**config.mk**
```make
export PLATFORM = sky130hd
export DESIGN_NAME = chdma_csr_top
export DESIGN_NICKNAME = d
export VERILOG_FILES = /design/src/rtl/chdma_pkg.sv /design/src/rtl/chdma_irq_grp.sv /design/src/rtl/chdma_ctl_fsm.sv /design/src/rtl/chdma_csr_top.sv
export SDC_FILE = /design/constraint.sdc
export NUM_CORES = 1
export LEC_CHECK = 0
export ABC_CLOCK_PERIOD_IN_PS = 2200
export BUFFER_PORTS_ARGS = -buffer_cell sky130_fd_sc_hd__buf_2
export CAP_MARGIN = 20
export CORE_ASPECT_RATIO = 1.5
export CORE_MARGIN = 10
export CORE_UTILIZATION = 35
export CTS_BUF_LIST = sky130_fd_sc_hd__clkbuf_8 sky130_fd_sc_hd__clkbuf_16
export DETAILED_ROUTE_END_ITERATION = 16
export HOLD_SLACK_MARGIN = 0.08
export PLACE_DENSITY = 0.65
export RECOVER_POWER = 25
export SLEW_MARGIN = 20
export SYNTH_ARGS = -nofsm -noshare
export SYNTH_HDL_FRONTEND = slang
export SYNTH_SLANG_ARGS = --single-unit
```
**constraint.sdc**
```tcl
create_clock -name clk -period 2.2 [get_ports clk]
set_input_delay 0.11 -clock clk [delete_from_list [all_inputs] [get_ports clk]]
set_output_delay 0.11 -clock clk [all_outputs]
set_load 0.03 [all_outputs]
```
**src/rtl/chdma_pkg.sv**
```systemverilog
package chdma_pkg;
    localparam logic [7:0] OFS_TX_CTL   = 8'h04;
    localparam logic [7:0] OFS_TX_TD    = 8'h08;
    localparam logic [7:0] OFS_RX_CTL   = 8'h14;
    localparam logic [7:0] OFS_RX_TD    = 8'h18;
    localparam logic [7:0] OFS_SRST     = 8'h1C;
    localparam logic [7:0] OFS_TX_RAW   = 8'h80;
    localparam logic [7:0] OFS_TX_MSKD  = 8'h84;
    localparam logic [7:0] OFS_TX_MSET  = 8'h88;
    localparam logic [7:0] OFS_TX_MCLR  = 8'h8C;
    localparam logic [7:0] OFS_EOI      = 8'h94;
    localparam logic [7:0] OFS_RX_RAW   = 8'hA0;
    localparam logic [7:0] OFS_RX_MSKD  = 8'hA4;
    localparam logic [7:0] OFS_RX_MSET  = 8'hA8;
    localparam logic [7:0] OFS_RX_MCLR  = 8'hAC;
    localparam logic [7:0] OFS_DMA_RAW  = 8'hB0;
    localparam logic [7:0] OFS_DMA_MSKD = 8'hB4;
    localparam logic [7:0] OFS_DMA_MSET = 8'hB8;
    localparam logic [7:0] OFS_DMA_MCLR = 8'hBC;

    localparam int DMA_GRP_W = 2;
    localparam logic [DMA_GRP_W-1:0] DMA_WR_MASK = 2'b10;

    typedef enum logic [1:0] {
        ST_RUN     = 2'd0,
        ST_EOI_GAP = 2'd1,
        ST_RESET   = 2'd2
    } ctl_state_e;
endpackage

```
**src/rtl/chdma_irq_grp.sv**
```systemverilog
module chdma_irq_grp #(
    parameter int W = 8,
    parameter logic [W-1:0] WR_MASK = '1
) (
    input  logic         clk,
    input  logic         rst_n,
    input  logic         clr,
    input  logic [W-1:0] set_evt,
    input  logic [W-1:0] ack,
    input  logic         mset_we,
    input  logic         mclr_we,
    input  logic [W-1:0] wdata,
    output logic [W-1:0] raw,
    output logic [W-1:0] mask,
    output logic [W-1:0] masked
);
    logic [W-1:0] wbits;
    assign wbits = wdata & WR_MASK;

    always_ff @(posedge clk or negedge rst_n) begin
        if (!rst_n) begin
            raw  <= '0;
            mask <= '0;
        end else if (clr) begin
            raw  <= '0;
            mask <= '0;
        end else begin
            raw <= (raw & ~ack) | set_evt;
            if (mset_we)
                mask <= mask | wbits;
            else if (mclr_we)
                mask <= mask & ~wbits;
        end
    end

    assign masked = raw & mask;
endmodule

```
**src/rtl/chdma_ctl_fsm.sv**
```systemverilog
module chdma_ctl_fsm
    import chdma_pkg::*;
#(
    parameter int RESET_CYCLES = 8
) (
    input  logic clk,
    input  logic rst_n,
    input  logic sr_req,
    input  logic eoi_req,
    input  logic any_masked,
    output logic busy,
    output logic irq
);
    localparam int CW = $clog2(RESET_CYCLES + 1);
    localparam logic [CW-1:0] CNT_LOAD = CW'(RESET_CYCLES - 1);

    ctl_state_e    state_q, state_d;
    logic [CW-1:0] cnt_q;
    logic          irq_q;

    always_comb begin
        state_d = state_q;
        unique case (state_q)
            ST_RUN: begin
                if (sr_req)       state_d = ST_RESET;
                else if (eoi_req) state_d = ST_EOI_GAP;
            end
            ST_EOI_GAP: begin
                if (sr_req) state_d = ST_RESET;
                else        state_d = ST_RUN;
            end
            ST_RESET: begin
                if (cnt_q == '0) state_d = ST_RUN;
            end
            default: state_d = ST_RUN;
        endcase
    end

    always_ff @(posedge clk or negedge rst_n) begin
        if (!rst_n) begin
            state_q <= ST_RUN;
            cnt_q   <= '0;
        end else begin
            state_q <= state_d;
            if (state_q != ST_RESET && sr_req)
                cnt_q <= CNT_LOAD;
            else if (state_q == ST_RESET && cnt_q != '0)
                cnt_q <= cnt_q - 1'b1;
        end
    end

    always_ff @(posedge clk or negedge rst_n) begin
        if (!rst_n) begin
            irq_q <= 1'b0;
        end else begin
            unique case (state_q)
                ST_RUN: begin
                    if (sr_req || eoi_req) irq_q <= 1'b0;
                    else if (any_masked)   irq_q <= 1'b1;
                end
                ST_EOI_GAP: irq_q <= sr_req ? 1'b0 : any_masked;
                ST_RESET:   irq_q <= 1'b0;
                default:    irq_q <= 1'b0;
            endcase
        end
    end

    assign busy = (state_q == ST_RESET);
    assign irq  = irq_q;
endmodule

```
**src/rtl/chdma_csr_top.sv**
```systemverilog
module chdma_csr_top
    import chdma_pkg::*;
#(
    parameter int NUM_CH       = 8,
    parameter int AW           = 8,
    parameter int RESET_CYCLES = 8,
    localparam int CHW         = (NUM_CH > 1) ? $clog2(NUM_CH) : 1
) (
    input  logic              clk,
    input  logic              rst_n,
    input  logic [AW-1:0]     bus_addr,
    input  logic              bus_we,
    input  logic [31:0]       bus_wdata,
    output logic [31:0]       bus_rdata,
    input  logic [NUM_CH-1:0] tx_done_evt,
    input  logic [NUM_CH-1:0] rx_done_evt,
    input  logic              host_err_evt,
    input  logic [NUM_CH-1:0] tx_cp_ack,
    input  logic [NUM_CH-1:0] rx_cp_ack,
    output logic              tx_enable,
    output logic              rx_enable,
    output logic              td_tx_req,
    output logic              td_rx_req,
    output logic [CHW-1:0]    td_chan,
    output logic              irq
);
    logic sr_busy, wr_ok, sr_we, eoi_we, clr, any_masked;
    logic [NUM_CH-1:0]    tx_raw, tx_mask, tx_masked;
    logic [NUM_CH-1:0]    rx_raw, rx_mask, rx_masked;
    logic [DMA_GRP_W-1:0] dma_raw, dma_mask, dma_masked;

    function automatic logic hit(input logic [AW-1:0] a, input logic [7:0] ofs);
        return a == AW'(ofs);
    endfunction

    assign wr_ok  = bus_we && !sr_busy;
    assign sr_we  = wr_ok && hit(bus_addr, OFS_SRST) && bus_wdata[0];
    assign eoi_we = wr_ok && hit(bus_addr, OFS_EOI);
    assign clr    = sr_we || sr_busy;

    chdma_irq_grp #(.W(NUM_CH)) u_tx_grp (
        .clk(clk), .rst_n(rst_n), .clr(clr),
        .set_evt(tx_done_evt), .ack(tx_cp_ack),
        .mset_we(wr_ok && hit(bus_addr, OFS_TX_MSET)),
        .mclr_we(wr_ok && hit(bus_addr, OFS_TX_MCLR)),
        .wdata(bus_wdata[NUM_CH-1:0]),
        .raw(tx_raw), .mask(tx_mask), .masked(tx_masked)
    );

    chdma_irq_grp #(.W(NUM_CH)) u_rx_grp (
        .clk(clk), .rst_n(rst_n), .clr(clr),
        .set_evt(rx_done_evt), .ack(rx_cp_ack),
        .mset_we(wr_ok && hit(bus_addr, OFS_RX_MSET)),
        .mclr_we(wr_ok && hit(bus_addr, OFS_RX_MCLR)),
        .wdata(bus_wdata[NUM_CH-1:0]),
        .raw(rx_raw), .mask(rx_mask), .masked(rx_masked)
    );

    chdma_irq_grp #(.W(DMA_GRP_W), .WR_MASK(DMA_WR_MASK)) u_dma_grp (
        .clk(clk), .rst_n(rst_n), .clr(clr),
        .set_evt({host_err_evt, 1'b0}), .ack('0),
        .mset_we(wr_ok && hit(bus_addr, OFS_DMA_MSET)),
        .mclr_we(wr_ok && hit(bus_addr, OFS_DMA_MCLR)),
        .wdata(bus_wdata[DMA_GRP_W-1:0]),
        .raw(dma_raw), .mask(dma_mask), .masked(dma_masked)
    );

    assign any_masked = (|tx_masked) || (|rx_masked) || (|dma_masked);

    chdma_ctl_fsm #(.RESET_CYCLES(RESET_CYCLES)) u_fsm (
        .clk(clk), .rst_n(rst_n),
        .sr_req(sr_we), .eoi_req(eoi_we), .any_masked(any_masked),
        .busy(sr_busy), .irq(irq)
    );

    always_ff @(posedge clk or negedge rst_n) begin
        if (!rst_n) begin
            tx_enable <= 1'b0;
            rx_enable <= 1'b0;
            td_tx_req <= 1'b0;
            td_rx_req <= 1'b0;
            td_chan   <= '0;
        end else begin
            td_tx_req <= wr_ok && hit(bus_addr, OFS_TX_TD);
            td_rx_req <= wr_ok && hit(bus_addr, OFS_RX_TD);
            if (wr_ok && (hit(bus_addr, OFS_TX_TD) || hit(bus_addr, OFS_RX_TD)))
                td_chan <= bus_wdata[CHW-1:0];
            if (clr) begin
                tx_enable <= 1'b0;
                rx_enable <= 1'b0;
            end else begin
                if (wr_ok && hit(bus_addr, OFS_TX_CTL)) tx_enable <= bus_wdata[0];
                if (wr_ok && hit(bus_addr, OFS_RX_CTL)) rx_enable <= bus_wdata[0];
            end
        end
    end

    always_comb begin
        bus_rdata = '0;
        if (hit(bus_addr, OFS_TX_CTL))       bus_rdata[0] = tx_enable;
        else if (hit(bus_addr, OFS_RX_CTL))  bus_rdata[0] = rx_enable;
        else if (hit(bus_addr, OFS_SRST))    bus_rdata[0] = sr_busy;
        else if (hit(bus_addr, OFS_TX_RAW))  bus_rdata[NUM_CH-1:0] = tx_raw;
        else if (hit(bus_addr, OFS_TX_MSKD)) bus_rdata[NUM_CH-1:0] = tx_masked;
        else if (hit(bus_addr, OFS_TX_MSET) || hit(bus_addr, OFS_TX_MCLR))
            bus_rdata[NUM_CH-1:0] = tx_mask;
        else if (hit(bus_addr, OFS_RX_RAW))  bus_rdata[NUM_CH-1:0] = rx_raw;
        else if (hit(bus_addr, OFS_RX_MSKD)) bus_rdata[NUM_CH-1:0] = rx_masked;
        else if (hit(bus_addr, OFS_RX_MSET) || hit(bus_addr, OFS_RX_MCLR))
            bus_rdata[NUM_CH-1:0] = rx_mask;
        else if (hit(bus_addr, OFS_DMA_RAW))  bus_rdata[DMA_GRP_W-1:0] = dma_raw;
        else if (hit(bus_addr, OFS_DMA_MSKD)) bus_rdata[DMA_GRP_W-1:0] = dma_masked;
        else if (hit(bus_addr, OFS_DMA_MSET) || hit(bus_addr, OFS_DMA_MCLR))
            bus_rdata[DMA_GRP_W-1:0] = dma_mask;
    end
endmodule

```
After elaboration in Yosys (flattened, before gate mapping)
Index checks and enable logic that the tools add are counted.
{"block": "op_classes", "n_addsub": 1, "n_eq_ne": 24, "mux": 43, "bitwise": 18, "reduce_logical": 39}
{"op": "equality test 8 bit (second input constant)", "count": 13}
{"op": "two-way mux 8 bit", "count": 13}
{"op": "AND 8 bit", "count": 6}
{"op": "OR 8 bit", "count": 4}
{"op": "equality test 8 x 5 -> 1 bit (second input constant)", "count": 3}
{"op": "two-way mux 2 bit", "count": 12}
{"op": "inverter 8 bit", "count": 3}
{"op": "two-way mux 7 bit", "count": 3}
{"op": "logical AND 1 bit", "count": 17}
{"op": "OR reduction 8 bit", "count": 2}
{"op": "two-way mux 1 bit", "count": 10}
{"op": "nonzero test 3 bit", "count": 3}
{"op": "equality test 8 x 3 -> 1 bit (second input constant)", "count": 1}
{"op": "equality test 8 x 4 -> 1 bit (second input constant)", "count": 1}
{"op": "logical OR 1 bit", "count": 8}
{"op": "two-way mux 4 bit", "count": 2}
{"op": "two-way mux 6 bit", "count": 1}
{"op": "case mux 2 bit (3 select lines)", "count": 1}
{"op": "nonzero test 2 bit", "count": 3}
{"op": "AND 2 bit", "count": 2}
{"op": "zero test 4 bit", "count": 1}
{"op": "OR 2 bit", "count": 2}
{"op": "nonzero test 4 bit", "count": 1}
{"op": "subtractor 4 x 1 -> 4 bit (second input constant)", "count": 1}
{"op": "other kinds (12)", "count": 12}
{"block": "word_totals", "regBits": 50, "in_bits": 76, "output_inout_bits": 40, "wordCells": 139}

Depth between registers and ports, before layout
{"block": "depth", "ltp_word": 14, "ltp_mapped": 7, "ltp_nobuf": 5}

Hierarchy
A second synthesis with hierarchy kept.
{"block": "unflattened", "hier_cells": 347, "hier_area_um2": 3166.8}
{"module": "chdma_csr_top", "n_inst": 1, "cells_each": 175, "area_each_um2": 1236.2, "seq_area_each_um2": 175.2}
{"module": "chdma_irq_grp at u_tx_grp", "n_inst": 1, "cells_each": 62, "area_each_um2": 713.2, "seq_area_each_um2": 400.4}
{"module": "chdma_irq_grp at u_rx_grp", "n_inst": 1, "cells_each": 62, "area_each_um2": 706.9, "seq_area_each_um2": 400.4}
{"module": "chdma_ctl_fsm", "n_inst": 1, "cells_each": 32, "area_each_um2": 356.6, "seq_area_each_um2": 175.2}
{"module": "chdma_irq_grp at u_dma_grp", "n_inst": 1, "cells_each": 16, "area_each_um2": 153.9, "seq_area_each_um2": 75.1}

Worst setup path after synthesis
Ideal clock, no wire load.
{"block": "synth_path", "path_type": "input to output", "from": "input port bus_addr[4]", "to": "output port bus_rdata[0]", "arrival_ns": 1.511, "required_ns": 2.090, "slack_ns": 0.579, "path_stages": 5, "path_buffers": 1, "cell_sequence": "buf_6 nor4b_4 nand3_1 a2111oi_0 o32a_1"}
{"block": "synth_via", "elab_chain_len": 14, "word_cells_on_any_way": 30, "classes_between": "eq/ne: 15; mux: 12; reduce/logical: 3"}
{"element": "start, declared", "line": "chdma_csr_top.sv:11", "text": "input logic [AW-1:0] bus_addr,"}
{"element": "equality test 8 bit", "line": "chdma_csr_top.sv:33", "text": "return a == AW'(ofs);"}
{"element": "logical OR 1 bit", "line": "chdma_csr_top.sv:113", "text": "else if (hit(bus_addr, OFS_DMA_MSET) || hit(bus_addr, OFS_DMA_MCLR))"}
{"element": "two-way mux 2 bit", "line": "chdma_csr_top.sv:113"}
{"element": "two-way mux 2 bit", "line": "chdma_csr_top.sv:112", "text": "else if (hit(bus_addr, OFS_DMA_MSKD)) bus_rdata[DMA_GRP_W-1:0] = dma_masked;"}
{"element": "two-way mux 2 bit", "line": "chdma_csr_top.sv:111", "text": "else if (hit(bus_addr, OFS_DMA_RAW)) bus_rdata[DMA_GRP_W-1:0] = dma_raw;"}
{"element": "two-way mux 2 bit", "line": "chdma_csr_top.sv:109", "text": "else if (hit(bus_addr, OFS_RX_MSET) || hit(bus_addr, OFS_RX_MCLR))"}
{"element": "two-way mux 8 bit", "line": "chdma_csr_top.sv:108", "text": "else if (hit(bus_addr, OFS_RX_MSKD)) bus_rdata[NUM_CH-1:0] = rx_masked;"}
{"element": "two-way mux 8 bit", "line": "chdma_csr_top.sv:107", "text": "else if (hit(bus_addr, OFS_RX_RAW)) bus_rdata[NUM_CH-1:0] = rx_raw;"}
{"element": "two-way mux 8 bit", "line": "chdma_csr_top.sv:105", "text": "else if (hit(bus_addr, OFS_TX_MSET) || hit(bus_addr, OFS_TX_MCLR))"}
{"element": "two-way mux 8 bit", "line": "chdma_csr_top.sv:104", "text": "else if (hit(bus_addr, OFS_TX_MSKD)) bus_rdata[NUM_CH-1:0] = tx_masked;"}
{"element": "two-way mux 8 bit", "line": "chdma_csr_top.sv:103", "text": "else if (hit(bus_addr, OFS_TX_RAW)) bus_rdata[NUM_CH-1:0] = tx_raw;"}
{"element": "two-way mux 1 bit", "line": "chdma_csr_top.sv:102", "text": "else if (hit(bus_addr, OFS_SRST)) bus_rdata[0] = sr_busy;"}
{"element": "two-way mux 1 bit", "line": "chdma_csr_top.sv:101", "text": "else if (hit(bus_addr, OFS_RX_CTL)) bus_rdata[0] = rx_enable;"}
{"element": "two-way mux 1 bit *", "line": "chdma_csr_top.sv:100", "text": "if (hit(bus_addr, OFS_TX_CTL)) bus_rdata[0] = tx_enable;"}
{"element": "end, declared", "line": "chdma_csr_top.sv:14", "text": "output logic [31:0] bus_rdata,"}
Every way passes the cells marked *; elsewhere a longest branch is shown, timed or not.

Final worst setup path
{"block": "layout_path", "from": "register u_fsm.state_q[0]", "to": "output port bus_rdata[0]"}
{"block": "layout_via", "elab_chain_len": 4}
{"element": "start, declared", "line": "chdma_ctl_fsm.sv:17", "text": "ctl_state_e state_q, state_d;"}
{"element": "start signal, assigned", "line": "chdma_ctl_fsm.sv:44", "text": "state_q <= state_d;"}
{"element": "equality test 2 bit", "line": "chdma_ctl_fsm.sv:68", "text": "assign busy = (state_q == ST_RESET);"}
{"element": "two-way mux 1 bit", "line": "chdma_csr_top.sv:102"}
{"element": "two-way mux 1 bit", "line": "chdma_csr_top.sv:101"}
{"element": "two-way mux 1 bit", "line": "chdma_csr_top.sv:100"}
No other way between the ends.

==> metrics list <==
* Starting density of the core: 0.364
- FF-to-FF setup slack: 0.48 ns
- For this run, the post-layout net count is 463.
* Vias per cell: 5.50
- Reg2Reg Capture Point: u_tx_grp.mask[7]
* Fin Clk Skew: 0.00649 ns
- Final critical-path required period: 1.95 ns
- The slowest stage of the critical path is the dfrtp_1 cell.
- Once the clock tree was built, the setup fixing pass inserted 0 buffers.
- Delay of the slowest cell on the worst path: 0.41 ns
- The number of max-slew violations in the final report is 0.
- For this run, the register share of the synthesized area comes to 0.428.
- Clock latency on the worst-skew pair: 0.29 ns
- Number of synthesized flops with an enable pin: 0
- The worst pin sits at a relative slew slack of 0.202.
* Maximum fanout along the worst path: 9
- Syn_area_per_cell: 9.50 um^2
- Row generation in the floorplan step produced 39 rows.
- Total of max-cap violations: 0
- Proportion of synthesized flip-flops having asynchronous set or reset: 1.00
* Power share of the sequential group: 0.444
* Drc violations: 0
- Across all hold checks on the routed design, the worst slack comes to 0.103 ns.
- In this run the power spent charging and discharging nets is 0.753 mW.
- CTS Buf Count: 5
- Synthesis inferred 48 register bits.
- Vertical extent of the die: 130 um
- Clock transition at path regs: 0.07 ns
- The total overflow left after global routing is 0.
- Routed wire length on met3: 685 um
- TritonCTS built the clock tree.
- Dividing the final minimum period by the clock period gives 0.885.
- Detailed placement ended at an HPWL of 6470 um.
* Sum of buffers and inverters on the critical path: 1
- STA puts the critical path data required time at 2.09 ns.
- Setup violation total in the final timing report: 0
- Across the VDD grid, the largest voltage drop is 0.000404 V.
- The detailed router put a total of 3340 um of wire on met1.
* Vias in the first global route: 2,746
- Broken down by cell family, the worst path's largest delay share belongs to simple AND/OR/NAND/NOR gates.
* Type of destination of the critical path: primary output
- WL/cell: 17.9 um
- Total standard cell area after synthesis: 2800 um^2
- Number of primary I/O pins: 116
- Cts repair resizes: 0
- The most critical setup path has its startpoint at u_fsm.state_q[0].
- The design draws 2.51 mW.
- Last weighted congestion value of the routability-driven placer: 0.866
* Power density over cell area: 707 nW/um^2
- Antenna-violating nets left: 0
- Before antenna repair, the detailed router went through 4 iterations.
- Count of final hold-check violations: 0
* Final core utilization: 0.460
- 0 antenna diodes ended up in the layout.
* Crit-path cells: nand2b_1 -> and3_1 -> a21oi_1 -> o32a_1 -> buf_2
- Clock root buffer: clkbuf_16
- Logic pwr share: 0.216
- Data arrives at the worst endpoint at 1.84 ns.
- Num Clock Sinks: 48
- Input and output buffers added on the ports amount to 67.
* Startpoint of the worst hold path: rx_cp_ack[5]
- Synth-to-Final Area Change: 26.4%
- Detailed routing placed a total of 4440 um of wire on met2.
* Layout cell share with drive strength beyond 1: 0.225
- In this run, distinct cell masters in the synthesized netlist total 57.
* Timing-limited maximum frequency: 514 MHz
- The run finished with clean final reports.
* Number of standard cells after synthesis: 295
- Worst Setup Start Kind: flip-flop
- For the pin with the worst max-slew slack, the measured transition is 1.20 ns.
- Number of vias in the routed layout: 2,689
- The worst setup path is of the flip-flop to primary output kind.
- Destination of the worst hold path: u_rx_grp.raw[5]
- After the first detailed-routing iteration, the DRC count stood at 209.
- Buffers from clock root to sink, at most: 2
- The final layout contains routed wiring with a total length of 8730 um.
* Number of antenna violations at the first check in global routing: 0
- The worst register-to-register path begins at u_fsm.state_q[1].
* Final std cells w/o fill: 489
* Setup TNS after final layout: 0 ns
- Across every metal layer, demand over resource in global routing totals 0.145.
- Hold Path Depth: 4
- Global-route wire length before repair: 14,100 um
- Main flop type after synthesis: dfrtp_1
- Level count of the clock H-tree: 2
- Internal power: 1.75 mW
* Worst Reg-to-Reg Cells: 3
- Of the total power, the share spent switching nets is 0.300.
* Static Leakage: 1.64 nW
- Clock power frac: 0.340
* Setup repair after global routing missed its margin: no
- Yosys printed 0 warnings.
- The worst hold path belongs to the class input port to flip-flop.
* Die area: 12,100 um^2
- Placeable core region: 7710 um^2
- Placed cell count: 457
- Entering global routing, the biggest net connects 49 pins.
* Highest routing layer actually used: met4
* Die Wd: 93.1 um
[flip-flops by register name (all words and copies together) (netlist names)]
register / count
u_tx_grp.mask: 8
td_chan: 3
u_dma_grp.mask: 1
td_tx_req: 1
u_fsm.irq: 1
u_fsm.state_q: 2
td_rx_req: 1
u_fsm.cnt_q: 4
u_rx_grp.mask: 8
u_tx_grp.raw: 8
u_rx_grp.raw: 8
u_dma_grp.raw: 1
tx_enable: 1
rx_enable: 1
[per-stage QoR]
stage | setup WS [ns] | cell area [um^2]
2_1_floorplan | 0.579 | 2890
3_3_place_gp | 0.388 | 3150
3_5_place_dp | 0.384 | 3150
4_1_cts | 0.234 | 3560
5_1_grt | 0.133 | 3540
6_report | 0.254 | 3540
[placed cells by master, fill, tap and decap left out, drive strengths merged, types with 2 or more instances in the layout]
master / n
a21oi: 22
and3: 2
a21o: 2
nand4bb: 2
a31oi: 8
a211oi: 8
clkbuf: 13
o211ai: 9
inv: 23
mux2i: 3
mux2: 6
o21ai: 4
a32o: 8
or2: 2
dfrtp: 48
nor3b: 3
a221oi: 3
conb: 24
a22oi: 4
o221ai: 2
a22o: 2
nor3: 5
nand4: 4
nand4b: 2
o22ai: 17
nand3: 6
nor2: 25
dlygate4sd3: 24
nand2: 12
nor4: 4
nand2b: 2
buf: 69
[worst max-delay path by stage]
stage                        to  slack [ns]  depth (start not counted)
6_report           bus_rdata[0]        0.25                          5
5_1_grt            bus_rdata[0]        0.13                          5
4_1_cts            bus_rdata[0]        0.23                          5
3_5_place_dp    u_tx_grp.raw[1]        0.38                          6
3_3_place_gp   u_tx_grp.mask[4]        0.39                          6
2_1_floorplan      bus_rdata[0]        0.58                          5
[power by group through the flow]
stage	registers [mW]	logic (mW)	clock network [mW]
final	1.11	0.542	0.852
after global routing	1.13	0.607	0.900
after CTS	1.11	0.547	0.868
after detailed placement	1.13	0.513	0
after global placement	1.12	0.497	0
after floorplan	1.11	0.367	0
[synthesized netlist by cell type (2+ instances only)]
| cell type | count | area (um^2) |
|---|---|---|
| a21oi_1 | 22 | 110 |
| a22o_1 | 2 | 17.5 |
| inv_1 | 21 | 78.8 |
| o211ai_1 | 9 | 67.6 |
| nand4bb_1 | 2 | 22.5 |
| a211oi_1 | 8 | 60.1 |
| nand4b_1 | 2 | 17.5 |
| mux2_1 | 4 | 45.0 |
| a31oi_1 | 8 | 50.1 |
| clkbuf_1 | 9 | 33.8 |
| o221ai_1 | 2 | 17.5 |
| nor3b_1 | 3 | 22.5 |
| mux2i_1 | 3 | 30.0 |
| and3_1 | 2 | 12.5 |
| nor3_1 | 2 | 10.0 |
| buf_2 | 2 | 10.0 |
| o22ai_1 | 17 | 106 |
| dfrtp_1 | 48 | 1200 |
| a21o_1 | 2 | 15.0 |
| nand3_1 | 6 | 30.0 |
| buf_6 | 4 | 45.0 |
| a32o_1 | 8 | 80.1 |
| nand4_1 | 4 | 25.0 |
| nor3_2 | 2 | 20.0 |
| buf_4 | 25 | 188 |
| mux2_2 | 2 | 22.5 |
| o21ai_0 | 2 | 10.0 |
| a221oi_1 | 3 | 26.3 |
| a22oi_1 | 4 | 30.0 |
| nor2_1 | 25 | 93.8 |
| nand2_1 | 12 | 45.0 |
| nand2b_1 | 2 | 12.5 |
| nor4_1 | 4 | 25.0 |
[layout make-up]
class / instances / area, um^2
inverter: 22 / 82.6
timing repair buffer: 101 / 639
sequential: 48 / 1200
tap: 102 / 128
multi-input combinational: 208 / 1330
clock inverter: 3 / 38.8
clock buffer: 5 / 125
fill: 774 / 4170
[per-layer routing]
metal  vias to the layer above  global-route usage
met3                        23              0.0387
met4                         0              0.0729
met2                       125               0.247
met5                         -                   0
li1                       1231                   -
met1                      1310               0.163
[cell families after synthesis]
| kind of cell | synth area share |
|---|---|
| multiplexers | 0.0348 |
| adder cells (fa/ha/maj) | 0.00446 |
| buffers and inverters | 0.128 |
| XOR/XNOR | 0.00312 |
| other | 0.00134 |
| AO/OA/AOI/OAI | 0.238 |
| flip-flops | 0.428 |
| AND/OR/NAND/NOR | 0.162 |
[tightest hold or removal path, cell delays in order]
cell     delay [ns]
buf_2          0.07
inv_1          0.03
a21oi_1        0.11
nor2_1         0.04
[what timing repair did]
action                                  4_1_cts  5_1_grt
endpoints found under the setup margin        0        0
hold endpoints to repair                     72        0
hold buffers                                 24        0
(Power assumes the default switching activity.)
